==> config.mk <==
export PLATFORM = sky130hd
export DESIGN_NAME = nibble_bank_regs
export DESIGN_NICKNAME = d
export VERILOG_FILES = /design/src/rtl/nbr_pkg.sv /design/src/rtl/nbr_rst_sync.sv /design/src/rtl/nbr_addr_decode.sv /design/src/rtl/nbr_chr_file.sv /design/src/rtl/nbr_prg_file.sv /design/src/rtl/nibble_bank_regs.sv
export SDC_FILE = /design/constraint.sdc
export NUM_CORES = 1
export LEC_CHECK = 0
export ABC_CLOCK_PERIOD_IN_PS = 2400
export BUFFER_PORTS_ARGS = -buffer_cell sky130_fd_sc_hd__buf_2
export CORE_UTILIZATION = 30
export CTS_BUF_LIST = sky130_fd_sc_hd__clkbuf_8 sky130_fd_sc_hd__clkbuf_16
export CTS_CLUSTER_DIAMETER = 50
export CTS_CLUSTER_SIZE = 25
export DETAILED_ROUTE_END_ITERATION = 10
export GPL_ROUTABILITY_DRIVEN = 1
export PLACE_DENSITY = 0.55
export SYNTH_ARGS = -nofsm -noshare
export SYNTH_HDL_FRONTEND = slang
export SYNTH_SLANG_ARGS = --single-unit
==> constraint.sdc <==
create_clock -name clk -period 2.4 [get_ports clk]
set_input_delay 0.24 -clock clk [delete_from_list [all_inputs] [get_ports clk]]
set_output_delay 0.24 -clock clk [all_outputs]
set_load 0.01 [all_outputs]
==> src/rtl/nbr_pkg.sv <==
package nbr_pkg;
  localparam int CHR_REGS    = 8;
  localparam int PRG_REGS    = 2;
  localparam int PRG_WINDOWS = 4;
  localparam int CHR_IDX_W   = $clog2(CHR_REGS);

  typedef enum logic [1:0] {
    WK_NONE = 2'd0,
    WK_CHR  = 2'd1,
    WK_PRG  = 2'd2,
    WK_MIR  = 2'd3
  } wr_kind_e;

  // Reset value of character register idx
  function automatic logic [7:0] chr_reset_val(input int idx);
    return (idx < 4) ? 8'hFF : 8'(idx);
  endfunction
endpackage

==> src/rtl/nbr_rst_sync.sv <==
module nbr_rst_sync (
  input  logic clk,
  input  logic rst_n,
  output logic rst_sync_n
);
  logic stage_q;

  always_ff @(posedge clk or negedge rst_n) begin
    if (!rst_n) begin
      stage_q    <= 1'b0;
      rst_sync_n <= 1'b0;
    end else begin
      stage_q    <= 1'b1;
      rst_sync_n <= stage_q;
    end
  end
endmodule

==> src/rtl/nbr_addr_decode.sv <==
module nbr_addr_decode
  import nbr_pkg::*;
#(
  parameter int ADDR_W = 16
) (
  input  logic                 wr_en,
  input  logic [ADDR_W-1:0]    addr,
  output wr_kind_e             kind,
  output logic [CHR_IDX_W-1:0] chr_idx,
  output logic                 hi_nib,
  output logic                 prg_sel
);
  localparam logic [ADDR_W-1:0] CHR_LO = ADDR_W'(16'hB000);
  localparam logic [ADDR_W-1:0] CHR_HI = ADDR_W'(16'hE003);

  logic                 in_chr;
  logic [3:0]           page;
  logic [CHR_IDX_W-1:0] raw_idx;

  always_comb begin
    in_chr  = (addr >= CHR_LO) && (addr <= CHR_HI);
    page    = addr[15:12];
    // Scattered address bits form the index, rotated by two
    raw_idx = {addr[13], addr[12], addr[1] | addr[11]};
    chr_idx = raw_idx + CHR_IDX_W'(2);
    hi_nib  = addr[0];
    prg_sel = (page == 4'hA);
    kind    = WK_NONE;
    if (wr_en) begin
      if (in_chr)                              kind = WK_CHR;
      else if (page == 4'h8 || page == 4'hA)   kind = WK_PRG;
      else if (page == 4'h9)                   kind = WK_MIR;
    end
  end
endmodule

==> src/rtl/nbr_chr_file.sv <==
module nbr_chr_file
  import nbr_pkg::*;
#(
  parameter int DATA_W = 8,
  parameter int NIB_W  = DATA_W / 2
) (
  input  logic                       clk,
  input  logic                       rst_n,
  input  logic                       wr,
  input  logic [CHR_IDX_W-1:0]       idx,
  input  logic                       hi_nib,
  input  logic [NIB_W-1:0]           nib,
  output logic [CHR_REGS*DATA_W-1:0] regs_flat
);
  for (genvar g = 0; g < CHR_REGS; g++) begin : g_reg
    logic [DATA_W-1:0] q, d;
    logic              en;

    always_comb begin
      en = wr && (idx == CHR_IDX_W'(g));
      d  = q;
      if (hi_nib) d[DATA_W-1:NIB_W] = nib;
      else        d[NIB_W-1:0]      = nib;
    end

    always_ff @(posedge clk or negedge rst_n) begin
      if (!rst_n)  q <= DATA_W'(chr_reset_val(g));
      else if (en) q <= d;
    end

    assign regs_flat[g*DATA_W +: DATA_W] = q;
  end
endmodule

==> src/rtl/nbr_prg_file.sv <==
module nbr_prg_file
  import nbr_pkg::*;
#(
  parameter int DATA_W = 8
) (
  input  logic                       clk,
  input  logic                       rst_n,
  input  logic                       wr_prg,
  input  logic                       prg_sel,
  input  logic                       wr_mir,
  input  logic [DATA_W-1:0]          data,
  output logic [PRG_REGS*DATA_W-1:0] prg_flat,
  output logic                       mir_bit
);
  for (genvar g = 0; g < PRG_REGS; g++) begin : g_prg
    logic [DATA_W-1:0] q;
    logic              en;

    assign en = wr_prg && (prg_sel == (g != 0));

    always_ff @(posedge clk or negedge rst_n) begin
      if (!rst_n)  q <= DATA_W'(g);
      else if (en) q <= data;
    end

    assign prg_flat[g*DATA_W +: DATA_W] = q;
  end

  logic mir_d;
  assign mir_d = wr_mir ? data[0] : mir_bit;

  always_ff @(posedge clk or negedge rst_n) begin
    if (!rst_n) mir_bit <= 1'b0;
    else        mir_bit <= mir_d;
  end
endmodule

==> src/rtl/nibble_bank_regs.sv <==
module nibble_bank_regs
  import nbr_pkg::*;
#(
  parameter int ADDR_W = 16,
  parameter int DATA_W = 8,
  parameter int NIB_W  = DATA_W / 2,
  localparam int CHR_BANK_W = DATA_W + 1
) (
  input  logic                            clk,
  input  logic                            rst_n,
  input  logic                            wr_en,
  input  logic [ADDR_W-1:0]               wr_addr,
  input  logic [DATA_W-1:0]               wr_data,
  input  logic                            chr_base_hi,
  output logic [CHR_REGS*CHR_BANK_W-1:0]  chr_bank_flat,
  output logic [PRG_WINDOWS*DATA_W-1:0]   prg_bank_flat,
  output logic                            mirror_sel
);
  logic                       core_rst_n;
  wr_kind_e                   kind;
  logic [CHR_IDX_W-1:0]       chr_idx;
  logic                       hi_nib, prg_sel, mir_bit;
  logic [CHR_REGS*DATA_W-1:0] chr_regs;
  logic [PRG_REGS*DATA_W-1:0] prg_regs;

  nbr_rst_sync u_rst (
    .clk        (clk),
    .rst_n      (rst_n),
    .rst_sync_n (core_rst_n)
  );

  nbr_addr_decode #(.ADDR_W(ADDR_W)) u_dec (
    .wr_en   (wr_en),
    .addr    (wr_addr),
    .kind    (kind),
    .chr_idx (chr_idx),
    .hi_nib  (hi_nib),
    .prg_sel (prg_sel)
  );

  nbr_chr_file #(.DATA_W(DATA_W), .NIB_W(NIB_W)) u_chr (
    .clk       (clk),
    .rst_n     (core_rst_n),
    .wr        (kind == WK_CHR),
    .idx       (chr_idx),
    .hi_nib    (hi_nib),
    .nib       (wr_data[NIB_W-1:0]),
    .regs_flat (chr_regs)
  );

  nbr_prg_file #(.DATA_W(DATA_W)) u_prg (
    .clk      (clk),
    .rst_n    (core_rst_n),
    .wr_prg   (kind == WK_PRG),
    .prg_sel  (prg_sel),
    .wr_mir   (kind == WK_MIR),
    .data     (wr_data),
    .prg_flat (prg_regs),
    .mir_bit  (mir_bit)
  );

  for (genvar g = 0; g < CHR_REGS; g++) begin : g_chr_out
    assign chr_bank_flat[g*CHR_BANK_W +: CHR_BANK_W] =
      {chr_base_hi, chr_regs[g*DATA_W +: DATA_W]};
  end

  for (genvar w = 0; w < PRG_WINDOWS; w++) begin : g_prg_out
    if (w < PRG_REGS) begin : g_reg
      assign prg_bank_flat[w*DATA_W +: DATA_W] = prg_regs[w*DATA_W +: DATA_W];
    end else begin : g_fixed
      // Fixed windows count back from the last bank
      assign prg_bank_flat[w*DATA_W +: DATA_W] =
        ~DATA_W'(PRG_WINDOWS - 1 - w);
    end
  end

  assign mirror_sel = ~mir_bit;
endmodule

## Word level (Yosys, flattened, before mapping)

Cells that the tools add are included.

- Bits in registers: 83
- Input port bits: 28
- Word-level logic and storage cells: 74
- Output and inout port bits: 105

- Multiplexer cells: 4
- $lt $le $gt $ge: 2
- Reductions and logical operators: 29
- $add $sub $neg: 1
- Eq/ne operators: 13
- Bitwise gates (word level): 4

Operators with widths:

| kind | count |
|---|---|
| $reduce_and A2 Y1 | 16 |
| $ge A16 B16 Y1 const B | 1 |
| $le A16 B16 Y1 const B | 1 |
| $eq A3 B3 Y1 const B | 4 |
| $eq A4 B4 Y1 const B | 3 |
| $logic_and A1 B1 Y1 | 11 |
| $mux W2 | 4 |
| $eq A3 B2 Y1 const B | 2 |
| $eq A2 B2 Y1 const B | 2 |
| $add A3 B2 Y3 const B | 1 |
| $eq A3 B1 Y1 const B | 1 |
| $logic_not A3 Y1 | 1 |
| $not A1 Y1 | 3 |
| $eq A2 B1 Y1 const B | 1 |
| $logic_or A1 B1 Y1 | 1 |
| $or A1 B1 Y1 | 1 |

## Depth between registers and ports, before layout

- Depth in word-level cells: 8
- Depth in mapped cells: 7
- Gate-level depth less buffers: 6

## Modules after synthesis

A second synthesis with hierarchy kept.

- Cells, all modules: 250
- Area, all modules: 3698.5 um2

Modules (own cells, without submodules):

| module | area each (um2) | cells an instance | times used | sequential area each (um2) |
|---|---|---|---|---|
| nbr_chr_file | 2563.7 | 156 | 1 | 1651.6 |
| nbr_prg_file | 679.4 | 37 | 1 | 426.7 |
| nibble_bank_regs | 214.0 | 30 | 1 | 0.0 |
| nbr_addr_decode | 187.7 | 24 | 1 | 0.0 |
| nbr_rst_sync | 53.8 | 3 | 1 | 50.0 |

## Least setup slack after synthesis

No wires, ideal clock.

- Path type: in2reg
- Start point: input wr_addr[12]
- End point: register u_chr.g_reg[0].q[5]
- Library setup time: 0.082 ns
- Stages: 6
- Setup slack: 0.627 ns
- Path buffers: 0
- Data arrival time: 1.691 ns
- Data required time: 2.318 ns
- Path through: inv_1 > ha_1 > nand2b_1 > nor3_1 > and4b_1 > mux2_2

- Word-level cells in the longest chain between the ends: 8
- Elaborated cells on any way between the ends: 16
- Those cells by class: add/sub (1); order compare (2); eq/ne (4); mux (4); reduce/logical (5)

Ends and longest elaborated chain:

| what | RTL line | RTL |
|---|---|---|
| from (decl) | nibble_bank_regs.sv:12 | `input logic [ADDR_W-1:0] wr_addr,` |
| branches (longest 6 deep; another with $ge A16 B16 Y1) | n/a |  |
| $logic_and A1 B1 Y1 (*) | nbr_chr_file.sv:20 | `en = wr && (idx == CHR_IDX_W'(g));` |
| $reduce_and A2 Y1 (no line) (*) | n/a |  |
| to (signal assigned) | nbr_chr_file.sv:27 | `if (!rst_n) q <= DATA_W'(chr_reset_val(g));` |
| to (decl) | nbr_chr_file.sv:16 | `logic [DATA_W-1:0] q, d;` |

Mark *: on every way between the ends.
A chain may end at the register's enable or synchronous reset.

## Final worst setup path

- Start point: input wr_addr[12]
- End point: register u_chr.g_reg[4].q[0]

- Word-level cells in the longest chain between the ends: 8
- Elaborated cells on any way between the ends: 16
- Those cells by class: add/sub (1); order compare (2); eq/ne (5); mux (4); reduce/logical (4)

Ends and longest elaborated chain:

| what | RTL line |
|---|---|
| branches (longest 6 deep; another with $ge A16 B16 Y1) | n/a |
| $logic_and A1 B1 Y1 (*) | nbr_chr_file.sv:20 |
| $reduce_and A2 Y1 (no line) (*) | n/a |
| to (signal assigned) | nbr_chr_file.sv:27 |
| to (decl) | nbr_chr_file.sv:16 |

Marked as above.

==> metrics.txt <==
status=finished, violations left; failing checks=design-rule violations; initial antenna violation count=0; EDFF count, synth=0; GRT Util Overall=between 10% and 20%; Leak=between 2 and 2.5 nW; sequential element share of the synthesized area=a little under 60%; commonest cells after routing, fill and taps aside=107 x buf_2, 81 x mux2_2, 41 x dfstp_2, 41 x dfrtp_1, 17 x conb_1; H-tree levels=3; vias per inst=approximately 4.7; R2R setup slack=approximately 1400 ps; hold path cells=2; vias post-DR=2358; first-pass GRT wire length=between 10 and 15 mm; Seq cells post-synth=between 80 and 90; Worst Hold Launch=wr_data[7]; Ant. Diodes=0; Reg clk slew, reported paths=60 ps; hold_ws=about 150 ps; Worst setup startpoint=wr_addr[12]; Comb pwr share=roughly 17%; Worst Path Required=2620 ps; Hold Vio Cnt, Final=0; placed cells=~480; Die X=roughly 110 µm; root buf cell=clkbuf_16; clk sinks=just over 80; hold crit path type=in -> reg; FF-to-FF Start=u_rst.rst_sync_n$_DFF_PN0_; vias in the first global route=2358; port buffer count=approximately 110; top cells by area, synth=dfstp_2 30%, dfrtp_1 29%, mux2_2 25%, buf_4 5.0%, nand4_1 1.6%; VDD IR max=between 0.2 and 0.3 mV; FMAX=500 MHz; area of the mapped netlist=roughly 3600 µm²; remaining global-route overflow=0; Die Height=111 µm; worst r2r dst=u_chr.g_reg[4].q[2]$_DFFE_PN1P_; CP max FO=16; Final period util=around 83%; sequential share of power=roughly 47%; routed wire length=about 8.5 mm; # nets final=383; Sw Ratio=between 20% and 30%; Max-Cap Viols=0; Yosys warning total=0; GPL Wtd Cong=between 0.7 and 0.8; Row Count=39; synth unique cells=30; worst-case clock skew=4.02 ps; Synth-to-Final Area Change=25.2%; post-route antenna net violation count=0; switching power=977 µW; ratio of cells with drive above 1 in the final layout=between 60% and 70%; pwr dens=848 nW/µm²; wire per inst=~17 µm; Yosys top cell area share=a little under a third; commonest non-fill, non-tap cell in the layout=buf_2; Setup crit end kind=register; CTS tree=built; data arrival time of the critical path=between 2000 and 2500 ps; die area=12400 µm²; Skew-Pair Late Insertion Delay=~340 ps; Final Critical Period=between 1500 and 2000 ps; RSZ-0062 raised after global routing=no; Syn Inst Count=245; Crit Path Class=in -> reg; Clock power frac=35.5%; DRT iter0 DRCs=between 90 and 100; non-filler cells, final=499; leading area contributor after synthesis=dfstp_2; clk buf depth=2; # DRC=30; CTS Buf Count=9; Pint=roughly 2.8 mW; Mapped Avg Cell Area=~15 µm²; Starting Density=~31%; Total Neg Setup Slack=0 ps; Final HPWL DP=approximately 6.0 mm; top_reg_cell synth=dfrtp_1; Ports=about 130; Post-Route Utilization=approximately two fifths; DR pass1 iterations=7; Setup Viol. Count Final=0; Post-synth ARST share=100%; Core Region=11600 µm²; largest net degree at the start of global routing=47; fin. max-slew vios=0; number of cells on the worst reg-to-reg path=1; Worst Hold Path EP=u_prg.g_prg[1].q[7]$_DFFE_PN0P_; CP Launch Type=input pin
-- final cells by class --
type | count | area [µm²]
clock buffer | 10 | 239
clock inverter | 6 | 57.6
fill | 1135 | 7070
inverter | 3 | 11.3
multi-input combinational | 144 | 1300
sequential | 83 | 2130
tap | 143 | 179
timing repair buffer | 110 | 573
-- per-stage QoR --
stage	instance area, µm²	total power [mW]	worst slack [ps]
CTS	4500	3.88	439
finish	4500	3.81	402
floorplan	3650	2.21	627
global route	4500	4.00	276
detailed placement	4190	2.49	89.6
global placement	4190	2.47	104
-- worst max-delay path, cell delays in order --
cell	delay (ps)
buf_2	180
inv_1	140
ha_1	250
mux2i_1	290
a31o_2	350
and4_1	390
mux2_2	370
-- Yosys cell counts (3+ instances only) --
cell type,number
mux2_2,81
nand4_1,9
nor3_1,3
nand2_1,3
buf_4,24
and4_1,3
inv_1,3
dfrtp_1,42
clkbuf_1,4
dfstp_2,41
nor2_1,5
ha_1,4
-- worst max-delay path by stage --
stage | endpoint | slack, ps | cells after the start
floorplan | u_chr.g_reg[0].q[5]$_DFFE_PN1P_ | 630 | 6
global placement | u_chr.g_reg[4].q[1]$_DFFE_PN0P_ | 100 | 7
detailed placement | u_chr.g_reg[4].q[0]$_DFFE_PN0P_ | 90 | 7
CTS | u_chr.g_reg[4].q[0]$_DFFE_PN0P_ | 440 | 7
global route | u_chr.g_reg[4].q[0]$_DFFE_PN0P_ | 280 | 6
finish | u_chr.g_reg[4].q[0]$_DFFE_PN0P_ | 400 | 7
-- sequential cells by signal, indices dropped and copies added (netlist names) --
signal	cells
u_rst.stage_q	1
u_prg.mir_bit	1
u_rst.rst_sync_n	1
u_chr.g.q	64
u_prg.g_prg.q	16
-- power by group through the flow --
| stage | Combinational (mW) | Clock (mW) | Sequential (mW) |
|---|---|---|---|
| final | 0.659 | 1.35 | 1.80 |
| after global routing | 0.716 | 1.45 | 1.83 |
| after CTS | 0.669 | 1.40 | 1.80 |
| after detailed placement | 0.666 | 0 | 1.83 |
| after global placement | 0.656 | 0 | 1.82 |
| after floorplan | 0.279 | 0 | 1.93 |
-- cell families after synthesis --
logic type | count (synthesis) | share of synthesized area [%]
DFF | 83 | 59.3
muxes | 82 | 25.7
AOI/OAI and AO/OA | 4 | 0.940
and+or+nand+nor | 36 | 6.27
other | 2 | 0.209
buffers and inverters | 33 | 5.99
adders and majority gates | 4 | 1.39
xor gates and xnor gates | 1 | 0.244
-- routing by layer --
metal | wire, µm | GRT usage (%)
met1 | 3740 | 18.7
met2 | 4020 | 23.1
met3 | 609 | 4.30
met4 | 110 | 5.41
met5 | 0 | 0
-- repair_timing --
item / in CTS / in global routing
hold endpoints to repair: 2 / 0
resized for setup: 0 / 0
hold buffers: 1 / 0
endpoints found under the setup margin: 0 / 0
setup buffers: 0 / 0
Power figures use the tool's default switching activity.
